===== src/rtl/sc1c_pkg.sv =====
package sc1c_pkg;
  localparam int WORD_W = 16;
  localparam int RSEL_W = 3;
  localparam int NREGS  = 1 << RSEL_W;
  localparam int OFF_W  = 6;

  typedef enum logic [2:0] {
    CLS_ALU   = 3'b000,
    CLS_LOAD  = 3'b001,
    CLS_STORE = 3'b010,
    CLS_IMM   = 3'b100,
    CLS_BRC   = 3'b110,
    CLS_JUMP  = 3'b111
  } iclass_e;

  typedef enum logic [3:0] {
    FN_PASSA = 4'b0000,
    FN_INCA  = 4'b0001,
    FN_ADD   = 4'b0010,
    FN_ADDC  = 4'b0011,
    FN_ADDNB = 4'b0100,
    FN_SUB   = 4'b0101,
    FN_DECA  = 4'b0110,
    FN_PASSA2= 4'b0111,
    FN_AND   = 4'b1000,
    FN_OR    = 4'b1001,
    FN_XOR   = 4'b1010,
    FN_NOTA  = 4'b1011,
    FN_PASSB = 4'b1100,
    FN_SHR   = 4'b1101,
    FN_SHL   = 4'b1110,
    FN_PASSB2= 4'b1111
  } fsel_e;

  typedef struct packed {
    logic [RSEL_W-1:0] wsel;
    logic [RSEL_W-1:0] asel;
    logic [RSEL_W-1:0] bsel;
    logic              use_k;
    fsel_e             fsel;
    logic              from_mem;
    logic              reg_we;
    logic              mem_we;
    logic              pc_ld;
    logic              is_jump;
    logic              on_neg;
    logic              legal;
  } ctl_t;
endpackage


===== src/rtl/sc1c_decode.sv =====
module sc1c_decode
  import sc1c_pkg::*;
(
  input  logic              clk,
  input  logic              rst,
  input  logic [WORD_W-1:0] ir,
  output ctl_t              ctl
);
  logic [6:0] opc;
  logic [2:0] cls;
  logic [3:0] fn4;
  logic       ok;

  assign opc = ir[15:9];
  assign cls = ir[15:13];
  assign fn4 = ir[12:9];

  always_comb begin
    ok = 1'b0;
    unique case (cls)
      CLS_ALU:   ok = (fn4 inside {4'h0, 4'h1, 4'h2, 4'h5, 4'h6, 4'h8, 4'h9,
                                   4'hA, 4'hB, 4'hC, 4'hD, 4'hE});
      CLS_LOAD:  ok = (opc == 7'b0010000);
      CLS_STORE: ok = (opc == 7'b0100000);
      CLS_IMM:   ok = (opc == 7'b1000010) || (opc == 7'b1001100);
      CLS_BRC:   ok = (opc == 7'b1100000) || (opc == 7'b1100001);
      CLS_JUMP:  ok = (opc == 7'b1110000);
      default:   ok = 1'b0;
    endcase
  end

  always_comb begin
    ctl          = '0;
    ctl.wsel     = ir[8:6];
    ctl.asel     = ir[5:3];
    ctl.bsel     = ir[2:0];
    ctl.legal    = ok;
    ctl.on_neg   = ir[9];
    if (ok) begin
      unique case (cls)
        CLS_ALU:   ctl.reg_we = 1'b1;
        CLS_LOAD:  begin ctl.from_mem = 1'b1; ctl.reg_we = 1'b1; end
        CLS_STORE: ctl.mem_we = 1'b1;
        CLS_IMM:   begin ctl.use_k = 1'b1; ctl.reg_we = 1'b1; end
        CLS_BRC:   ctl.pc_ld = 1'b1;
        CLS_JUMP:  begin ctl.pc_ld = 1'b1; ctl.is_jump = 1'b1; end
        default:   ctl.reg_we = 1'b0;
      endcase
    end
    ctl.fsel = fsel_e'({fn4[3:1], fn4[0] & ~ctl.pc_ld});
  end

  // an unlisted opcode drives no write and no PC load
  p_illegal_quiet_r9: assert property (@(posedge clk) disable iff (rst)
    !ctl.legal |-> (!ctl.reg_we && !ctl.mem_we && !ctl.pc_ld));
endmodule


===== src/rtl/sc1c_regfile.sv =====
module sc1c_regfile
  import sc1c_pkg::*;
(
  input  logic              clk,
  input  logic              rst,
  input  logic              we,
  input  logic [RSEL_W-1:0] wa,
  input  logic [WORD_W-1:0] wd,
  input  logic [RSEL_W-1:0] ra,
  input  logic [RSEL_W-1:0] rb,
  input  logic [RSEL_W-1:0] rd,
  output logic [WORD_W-1:0] qa,
  output logic [WORD_W-1:0] qb,
  output logic [WORD_W-1:0] qd
);
  logic [WORD_W-1:0] regs [NREGS];

  for (genvar g = 0; g < NREGS; g++) begin : g_reg
    always_ff @(posedge clk) begin
      if (rst)                          regs[g] <= '0;
      else if (we && wa == RSEL_W'(g))  regs[g] <= wd;
    end
  end

  assign qa = regs[ra];
  assign qb = regs[rb];
  assign qd = regs[rd];

  // a write is visible on the edge that performs it
  p_write_lands_r10: assert property (@(posedge clk) disable iff (rst)
    we |=> regs[$past(wa)] == $past(wd));
endmodule


===== src/rtl/sc1c_funit.sv =====
module sc1c_funit
  import sc1c_pkg::*;
(
  input  logic [WORD_W-1:0] a,
  input  logic [WORD_W-1:0] b,
  input  fsel_e             fs,
  output logic [WORD_W-1:0] f,
  output logic              neg,
  output logic              zero
);
  always_comb begin
    unique case (fs)
      FN_PASSA, FN_PASSA2: f = a;
      FN_INCA:             f = a + WORD_W'(1);
      FN_ADD:              f = a + b;
      FN_ADDC:             f = a + b + WORD_W'(1);
      FN_ADDNB:            f = a + ~b;
      FN_SUB:              f = a + ~b + WORD_W'(1);
      FN_DECA:             f = a - WORD_W'(1);
      FN_AND:              f = a & b;
      FN_OR:               f = a | b;
      FN_XOR:              f = a ^ b;
      FN_NOTA:             f = ~a;
      FN_SHR:              f = {1'b0, b[WORD_W-1:1]};
      FN_SHL:              f = {b[WORD_W-2:0], 1'b0};
      default:             f = b;
    endcase
  end

  assign neg  = f[WORD_W-1];
  assign zero = (f == '0);
endmodule


===== src/rtl/sc1c_pcunit.sv =====
module sc1c_pcunit
  import sc1c_pkg::*;
(
  input  logic              clk,
  input  logic              rst,
  input  logic              pc_ld,
  input  logic              is_jump,
  input  logic              on_neg,
  input  logic              neg,
  input  logic              zero,
  input  logic [OFF_W-1:0]  off,
  input  logic [WORD_W-1:0] jaddr,
  output logic [WORD_W-1:0] pc
);
  logic              take;
  logic [WORD_W-1:0] pc_nxt;
  logic [WORD_W-1:0] off_x;

  assign take  = on_neg ? neg : zero;
  assign off_x = {{(WORD_W-OFF_W){off[OFF_W-1]}}, off};

  always_comb begin
    pc_nxt = pc + WORD_W'(1);
    if (pc_ld) begin
      if (is_jump)   pc_nxt = jaddr;
      else if (take) pc_nxt = pc + off_x;
    end
  end

  always_ff @(posedge clk) begin
    if (rst) pc <= '0;
    else     pc <= pc_nxt;
  end

  // no PC load means a step of one
  p_pc_step_r2: assert property (@(posedge clk) disable iff (rst)
    !pc_ld |=> pc == $past(pc) + WORD_W'(1));
  // a jump lands on the A-bus value
  p_jump_dest_r8: assert property (@(posedge clk) disable iff (rst)
    (pc_ld && is_jump) |=> pc == $past(jaddr));
  // an untaken branch falls through
  p_fallthru_r7: assert property (@(posedge clk) disable iff (rst)
    (pc_ld && !is_jump && !take) |=> pc == $past(pc) + WORD_W'(1));
endmodule


===== src/rtl/sc1c_core.sv =====
module sc1c_core
  import sc1c_pkg::*;
#(
  parameter int IMEM_DEPTH = 64,
  parameter int DMEM_DEPTH = 64
) (
  input  logic              clk,
  input  logic              rst,
  input  logic [2:0]        dbg_sel,
  output logic [15:0]       dbg_data,
  output logic [15:0]       pc_out
);
  localparam int IAW = $clog2(IMEM_DEPTH);
  localparam int DAW = $clog2(DMEM_DEPTH);

  logic [WORD_W-1:0] imem [IMEM_DEPTH];
  logic [WORD_W-1:0] dmem [DMEM_DEPTH];

  initial begin
    for (int i = 0; i < IMEM_DEPTH; i++) imem[i] = '0;
  end

  logic [WORD_W-1:0] pc, ir, bus_a, rf_b, bus_b, fu_out, mem_q, wr_data;
  logic              fu_neg, fu_zero;
  logic [DAW-1:0]    d_idx;
  ctl_t              ctl;

  assign ir = imem[pc[IAW-1:0]];

  sc1c_decode u_dec (
    .clk (clk), .rst (rst), .ir (ir), .ctl (ctl)
  );

  sc1c_regfile u_rf (
    .clk (clk), .rst (rst),
    .we (ctl.reg_we), .wa (ctl.wsel), .wd (wr_data),
    .ra (ctl.asel), .rb (ctl.bsel), .rd (dbg_sel),
    .qa (bus_a), .qb (rf_b), .qd (dbg_data)
  );

  assign bus_b = ctl.use_k ? {{(WORD_W-3){1'b0}}, ir[2:0]} : rf_b;

  sc1c_funit u_fu (
    .a (bus_a), .b (bus_b), .fs (ctl.fsel),
    .f (fu_out), .neg (fu_neg), .zero (fu_zero)
  );

  assign d_idx   = bus_a[DAW-1:0];
  assign mem_q   = dmem[d_idx];
  assign wr_data = ctl.from_mem ? mem_q : fu_out;

  always_ff @(posedge clk) begin
    if (!rst && ctl.mem_we) dmem[d_idx] <= bus_b;
  end

  sc1c_pcunit u_pc (
    .clk (clk), .rst (rst),
    .pc_ld (ctl.pc_ld), .is_jump (ctl.is_jump), .on_neg (ctl.on_neg),
    .neg (fu_neg), .zero (fu_zero),
    .off ({ir[8:6], ir[2:0]}), .jaddr (bus_a), .pc (pc)
  );

  assign pc_out = pc;

  // a store shows up in the data array on the next edge
  p_store_lands_r6: assert property (@(posedge clk) disable iff (rst)
    ctl.mem_we |=> dmem[$past(d_idx)] == $past(bus_b));
endmodule


===== config.mk =====
export PLATFORM = sky130hd
export DESIGN_NAME = sc1c_core
export DESIGN_NICKNAME = d
export VERILOG_FILES = /design/src/rtl/sc1c_pkg.sv /design/src/rtl/sc1c_decode.sv /design/src/rtl/sc1c_regfile.sv /design/src/rtl/sc1c_funit.sv /design/src/rtl/sc1c_pcunit.sv /design/src/rtl/sc1c_core.sv
export SDC_FILE = /design/constraint.sdc
export NUM_CORES = 1
export LEC_CHECK = 0
export ABC_AREA = 0
export BUFFER_PORTS_ARGS = -buffer_cell sky130_fd_sc_hd__buf_2
export CORE_ASPECT_RATIO = 0.75
export CORE_MARGIN = 2
export CORE_UTILIZATION = 45
export CTS_BUF_LIST = sky130_fd_sc_hd__clkbuf_8 sky130_fd_sc_hd__clkbuf_16
export DETAILED_ROUTE_END_ITERATION = 10
export GPL_TIMING_DRIVEN = 0
export PLACE_DENSITY = 0.85
export SLEW_MARGIN = 10
export SYNTH_ARGS = -nofsm -noshare
export SYNTH_HDL_FRONTEND = slang
export SYNTH_SLANG_ARGS = --single-unit

===== constraint.sdc =====
create_clock -name clk -period 1.7 [get_ports clk]
set_input_delay 0.34 -clock clk [delete_from_list [all_inputs] [get_ports clk]]
set_output_delay 0.34 -clock clk [all_outputs]
set_load 0.005 [all_outputs]

# Word-level counts from Yosys, hierarchy flattened
# Memory sizes are Yosys's and may differ from the RTL's.
# Index checks and enable logic that the tools add are counted.
dict set report word_totals {
  n_memories 2
  mem_bits_rw 1152
  register_bits 16
  inputBits 5
  output_inout_bits 32
}
dict set report op_classes {
  reduce_logical 21
  n_bitwise 15
  muxes 52
  eq_ne 43
  add_sub_neg 8
}
# name words word_bits read_ports rd_clocked_by_memory_dff wr line_no
set memory_table {}
lappend memory_table {dmem 64 16 1 0 1 sc1c_core.sv:17} ;# logic [WORD_W-1:0] dmem [DMEM_DEPTH];
lappend memory_table {u_rf.regs 8 16 2 0 8 sc1c_regfile.sv:16} ;# logic [WORD_W-1:0] regs [NREGS];
# operator count
set ops {}
lappend ops {{$mux W16} 13}
lappend ops {{$pmux W16 S13} 1}
lappend ops {{$add A16 B1 Y16 const B} 4}
lappend ops {{$mux W1} 36}
lappend ops {{$eq A7 B7 Y1 const AB} 5}
lappend ops {{$add A16 B16 Y16} 2}
lappend ops {{$not A16 Y16} 2}
lappend ops {{$eq A4 B4 Y1 const AB} 7}
lappend ops {{$eq A4 B4 Y1 const B} 6}
lappend ops {{$eq A3 B3 Y1 const AB} 7}
lappend ops {{$add A16 B16 Y16 const B} 1}
lappend ops {{$and A16 B16 Y16} 1}
lappend ops {{$eq A4 B3 Y1 const B} 4}
lappend ops {{$logic_not A16 Y1} 1}
lappend ops {{$or A16 B16 Y16} 1}
lappend ops {{$sub A16 B1 Y16 const B} 1}
lappend ops {{$xor A16 B16 Y16} 1}
lappend ops {{$reduce_bool A12 Y1} 1}
lappend ops {{$eq A3 B2 Y1 const AB} 3}
lappend ops {{$logic_and A1 B1 Y1} 9}
lappend ops {{$eq A4 B2 Y1 const B} 2}
lappend ops {{$eq A4 B3 Y1 const AB} 2}
lappend ops {{$or A1 B1 Y1} 8}
lappend ops {{$eq A7 B5 Y1 const AB} 1}
lappend ops {{16 further kinds} 20}

# Depth between registers and ports, before layout
dict set report logic_depth {
  depth_word 14
  ltp_mapped 4
  ltp_nobuf 4
}

# Modules after synthesis
# Synthesis repeated with hierarchy kept, for this count alone.
dict set report unflattened {
  cells_unflattened 3746
  area_unflattened_um2 55175.4
}
# mod seq_area_each_um2 area_per_inst_um2 cells_per_inst n_inst
set modules_own_cells {}
lappend modules_own_cells {sc1c_core 30749.5 40141.0 2243 1}
lappend modules_own_cells {sc1c_regfile 3843.7 7983.9 488 1}
lappend modules_own_cells {sc1c_funit 0.0 4942.2 733 1}
lappend modules_own_cells {sc1c_pcunit 320.3 1819.2 236 1}
lappend modules_own_cells {sc1c_decode 0.0 289.0 46 1}

# Least setup slack after synthesis
# No wires, ideal clock.
dict set report synth_timing {
  path_kind {reg-to-reg}
  start {register u_pc.pc[0]}
  end {register u_pc.pc[14]}
  period_less_slack_ns 1.561
  setup_time_ns 0.121
  arrival_ns 1.440
  required_time_ns 1.579
  setup_slack_ns 0.139
  stages_incl_launch_ff 5
  path_cell_list {dfxtp_1 > ha_1 > nand4_4 > nor4_1 > mux2_2}
}
dict set report synth_between {
  elab_chain_len 4
}
# item line_no
set synth_lines {}
lappend synth_lines {{start: declaration} sc1c_pcunit.sv:13} ;# output logic [WORD_W-1:0] pc
lappend synth_lines {{start signal: assignment} sc1c_pcunit.sv:32} ;# else pc <= pc_nxt;
lappend synth_lines {{$add A16 B1 Y16 / $add A16 B16 Y16 (equally long branches)} {sc1c_pcunit.sv:23, sc1c_pcunit.sv:26}}
lappend synth_lines {{$mux W16} sc1c_pcunit.sv:26} ;# else if (take) pc_nxt = pc + off_x;
lappend synth_lines {{$mux W16} sc1c_pcunit.sv:25} ;# if (is_jump) pc_nxt = jaddr;
lappend synth_lines {{$mux W16 *} sc1c_pcunit.sv:24} ;# if (pc_ld) begin
# Mark *: on every way between the ends. The rest lies on a longest branch, timed or not.
# A chain may end at the register's enable or synchronous reset.

# Worst setup path after layout
dict set report layout_timing {
  start {register u_pc.pc[5]}
  end {register u_pc.pc[15]}
}
# The elaborated chain is that of the path after synthesis.

==> metrics.md <==
| Metric | Value |
|---|---|
| CTS tree | done |
| Multiplexer share of the synthesized area | 0.0534 |
| Area Overhead vs Synth | 29.7% |
| Final cell count without fillers | ~150 |
| Leak pwr | 0.507 nW |
| Port bufs | 17 |
| WP data arrival | 1.78 ns |
| Min Tclk post-route | about 1.6 ns |
| Period utilization | 0.961 |
| GRT overflow | 0 |
| Via density | ~5 |
| DR pass1 iterations | 4 |
| Inserted Diodes | 0 |
| Cell Area, Synth | around 840 µm² |
| Peak Freq | around 600 MHz |
| Vias in the first global route | 620 |
| Final Max Slew Viols | 0 |
| Design Area, Final | 0.00109 mm² |
| DIE WIDTH | about 54 µm |
| Syn Area/Cell | just under 9 µm² |
| Post-DP HPWL | approximately 1.2 mm |
| Synth Area in Compound Gates | 0.0950 |
| Final core occ | 0.623 |
| Worst setup SP type | register |
| RSZ-0062 raised after global routing | true |
| Post-CTS Hold Buffers | 0 |
| HP Class | input port to register |
| # DRC | 0 |
| GRT busiest layer | met2 |
| Drt total wl | 1.74 mm |
| Die Span Y | between 40 and 50 µm |
| Clk sinks | 16 |
| WS Path Type | register to register |
| Routed length per instance | 11.3 µm |
| Met3 Usage GRT | 0.0755 |
| Crit path required time | ~1.8 ns |
| Vias | 758 |
| Worst setup margin | approximately 0.066 ns |
| Largest Register | u_pc.pc |
| Area share of and/or/nand/nor cells after synthesis | 0.261 |
| Synth cell types | 24 |
| CTS root buf | clkbuf_8 |
| Post-Synth Adder-Cell Area | 0.0148 |
| Synth Area in XOR/XNOR | 0.0312 |
| Layout cell share with drive strength beyond 1 | 0.371 |
| Routing usage on met2 | 0.266 |
| Die area | 0.00224 mm² |
| CP Capture Type | register |
| Skew final | about 0.0015 ns |
| PD cells | approximately 730 mW/mm² |
| Number of synthesized register bits | 16 |
| CP cell instances | nand4_1, nor4_1, mux2_2 |
| Placed instance area | about 0.0010 mm² |
| Sequential fraction of the synthesis area | 0.380 |
| Fin. Hold Viols | 0 |
| DP Worst Slack | -0.0413 ns |
| Total track usage | 0.165 |
| CORE AREA | between 0.0015 and 0.002 mm² |
| First-pass GRT wire length | approximately 2.7 mm |
| Biggest regs | u_pc.pc (16) |
| Outcome | complete, no violations |
| Max FFs per register | 16 |
| Initial Util | 0.480 |
| Placed insts | 150 |
| Nets@finish | roughly 140 |
| Postcts setup bufs | 0 |
| Worst path bufs/invs | 0 |
| Largest family of logic cells by synthesized area | simple AND/OR/NAND/NOR gates |
| Initial drt markers | 22 |
| Clock slew at the register clock pins of the worst setup and hold paths | 0.06 ns |
| GPL Wtd Cong | 0.795 |
| CTS max path bufs | 2 |
| Clock Latency Late Sink | 0.25 ns |
| Rows | 13 |
| Max stage delay on crit path | 0.43 ns |
| Fill cell count | around 160 |
| Setup violators final | 0 |
| CP delay by family, top | simple AND/OR/NAND/NOR gates |
| H-Tree Level Count | 1 |
| M1 GR Usage | 0.203 |
| Initial antenna violation count | 0 |
| Largest net degree at the start of global routing | 11 |
| Slowest CP cell | dfxtp_1 |
| Total CTS buffers | 3 |
| Synthesized instance count | 96 |
| Crit path max fanout | 7 |
| Yosys warning total | 0 |
| Routed Antenna Nets | 0 |
| Boundary Pins | 37 |
| # Max-Cap Violations | 0 |
| Max VDD drop | slightly below 0.6 mV |
through the flow:
step / TNS (ns) / hold slack, ns / total power [mW]
floorplan: 0 / 0.467 / 0.451
global placement: 0 / 0.471 / 0.462
detailed placement: -0.0413 / 0.497 / 0.464
CTS: 0 / 0.451 / 0.801
global route: -0.00870 / 0.459 / 0.843
finish: 0 / 0.452 / 0.799
layout make-up:
cell class / instances / area (µm²) / area share
buffer: 18 / 128 / 0.117
clock buffer: 4 / 55.1 / 0.0503
inverter: 2 / 7.51 / 0.00686
multi-input combinational: 75 / 468 / 0.428
sequential: 16 / 323 / 0.295
tap: 22 / 27.5 / 0.0252
timing repair buffer: 17 / 85.1 / 0.0778
worst paths after layout:
kind | slack, ns | from | cells after the start | endpoint
max reg2reg | 0.07 | u_pc.pc[5] | 3 | u_pc.pc[15]
min | 0.45 | rst | 3 | u_pc.pc[15]
max | 0.07 | u_pc.pc[5] | 3 | u_pc.pc[15]
min reg2reg | 0.47 | u_pc.pc[0] | 1 | u_pc.pc[0]
where the power goes:
| group | internal, mW | switching [mW] | total, mW | leakage [nW] |
|---|---|---|---|---|
| registers | 0.382 | 0.00970 | 0.392 | 0.130 |
| clock network | 0.206 | 0.134 | 0.340 | 0.0288 |
| logic | 0.0358 | 0.0317 | 0.0675 | 0.348 |
| total | 0.623 | 0.176 | 0.799 | 0.507 |
routing by layer:
| layer | vias up | wire, µm |
|---|---|---|
| met5 | - | 0 |
| met4 | 0 | 8 |
| met3 | 2 | 132 |
| met2 | 29 | 874 |
| met1 | 345 | 728 |
| li1 | 382 | - |
cell usage in the layout (no fill, tap or decap):
cell type | Yosys | routed
xor2_1 | 2 | 2
nor4_1 | 4 | 2
or3_2 | 1 | 1
or4_1 | 4 | 4
nand4_4 | 1 | 1
nand3_2 | 1 | 1
buf_1 | 1 | 1
dfxtp_1 | 16 | 14
dfxtp_2 | 0 | 2
xnor2_1 | 1 | 1
or3_1 | 2 | 2
inv_1 | 2 | 2
o31ai_1 | 4 | 4
o21ai_0 | 3 | 3
nor4_2 | 0 | 1
clkbuf_1 | 1 | 1
a21oi_1 | 7 | 7
nor4_4 | 0 | 1
nand3_1 | 3 | 3
conb_1 | 1 | 16
buf_2 | 0 | 17
clkbuf_8 | 0 | 4
nor2_1 | 9 | 9
mux2_2 | 4 | 4
buf_4 | 16 | 16
nand2_1 | 4 | 4
nor2b_1 | 4 | 4
ha_2 | 0 | 1
nand4_1 | 4 | 4
cells by family (layout without fill, tap and decap cells):
logic type	count (synthesis)	in the layout
simple gates	37	37
buf+inv	20	41
flops	16	16
compound gates	14	14
mux	4	4
xor+xnor	3	3
fa+ha+maj	1	1
other cells	1	16
cells in the mapped netlist (all sizes together):
master,instances,area [µm²]
dfxtp,16,320
conb,1,3.75
xnor2,1,8.76
o21ai,3,15.0
o31ai,4,30.0
nand3,4,25.0
mux2,4,45.0
or4,4,30.0
nor2b,4,25.0
nand2,4,15.0
buf,17,124
nor2,9,33.8
nand4,5,46.3
inv,2,7.51
clkbuf,1,3.75
ha,1,12.5
xor2,2,17.5
or3,3,20.0
a21oi,7,35.0
nor4,4,25.0
what timing repair did:
item                                    4_1_cts  5_1_grt
gates cloned                                  0        0
hold endpoints to repair                      0        0
resized for setup                             1        5
endpoints found under the setup margin        1        3
worst register-to-register path, stage by stage (launching register included):
cell and delay, ns:
dfxtp_1 0.43, nand4_1 0.32, nor4_1 0.41, mux2_2 0.37
(Power assumes the default switching activity.)
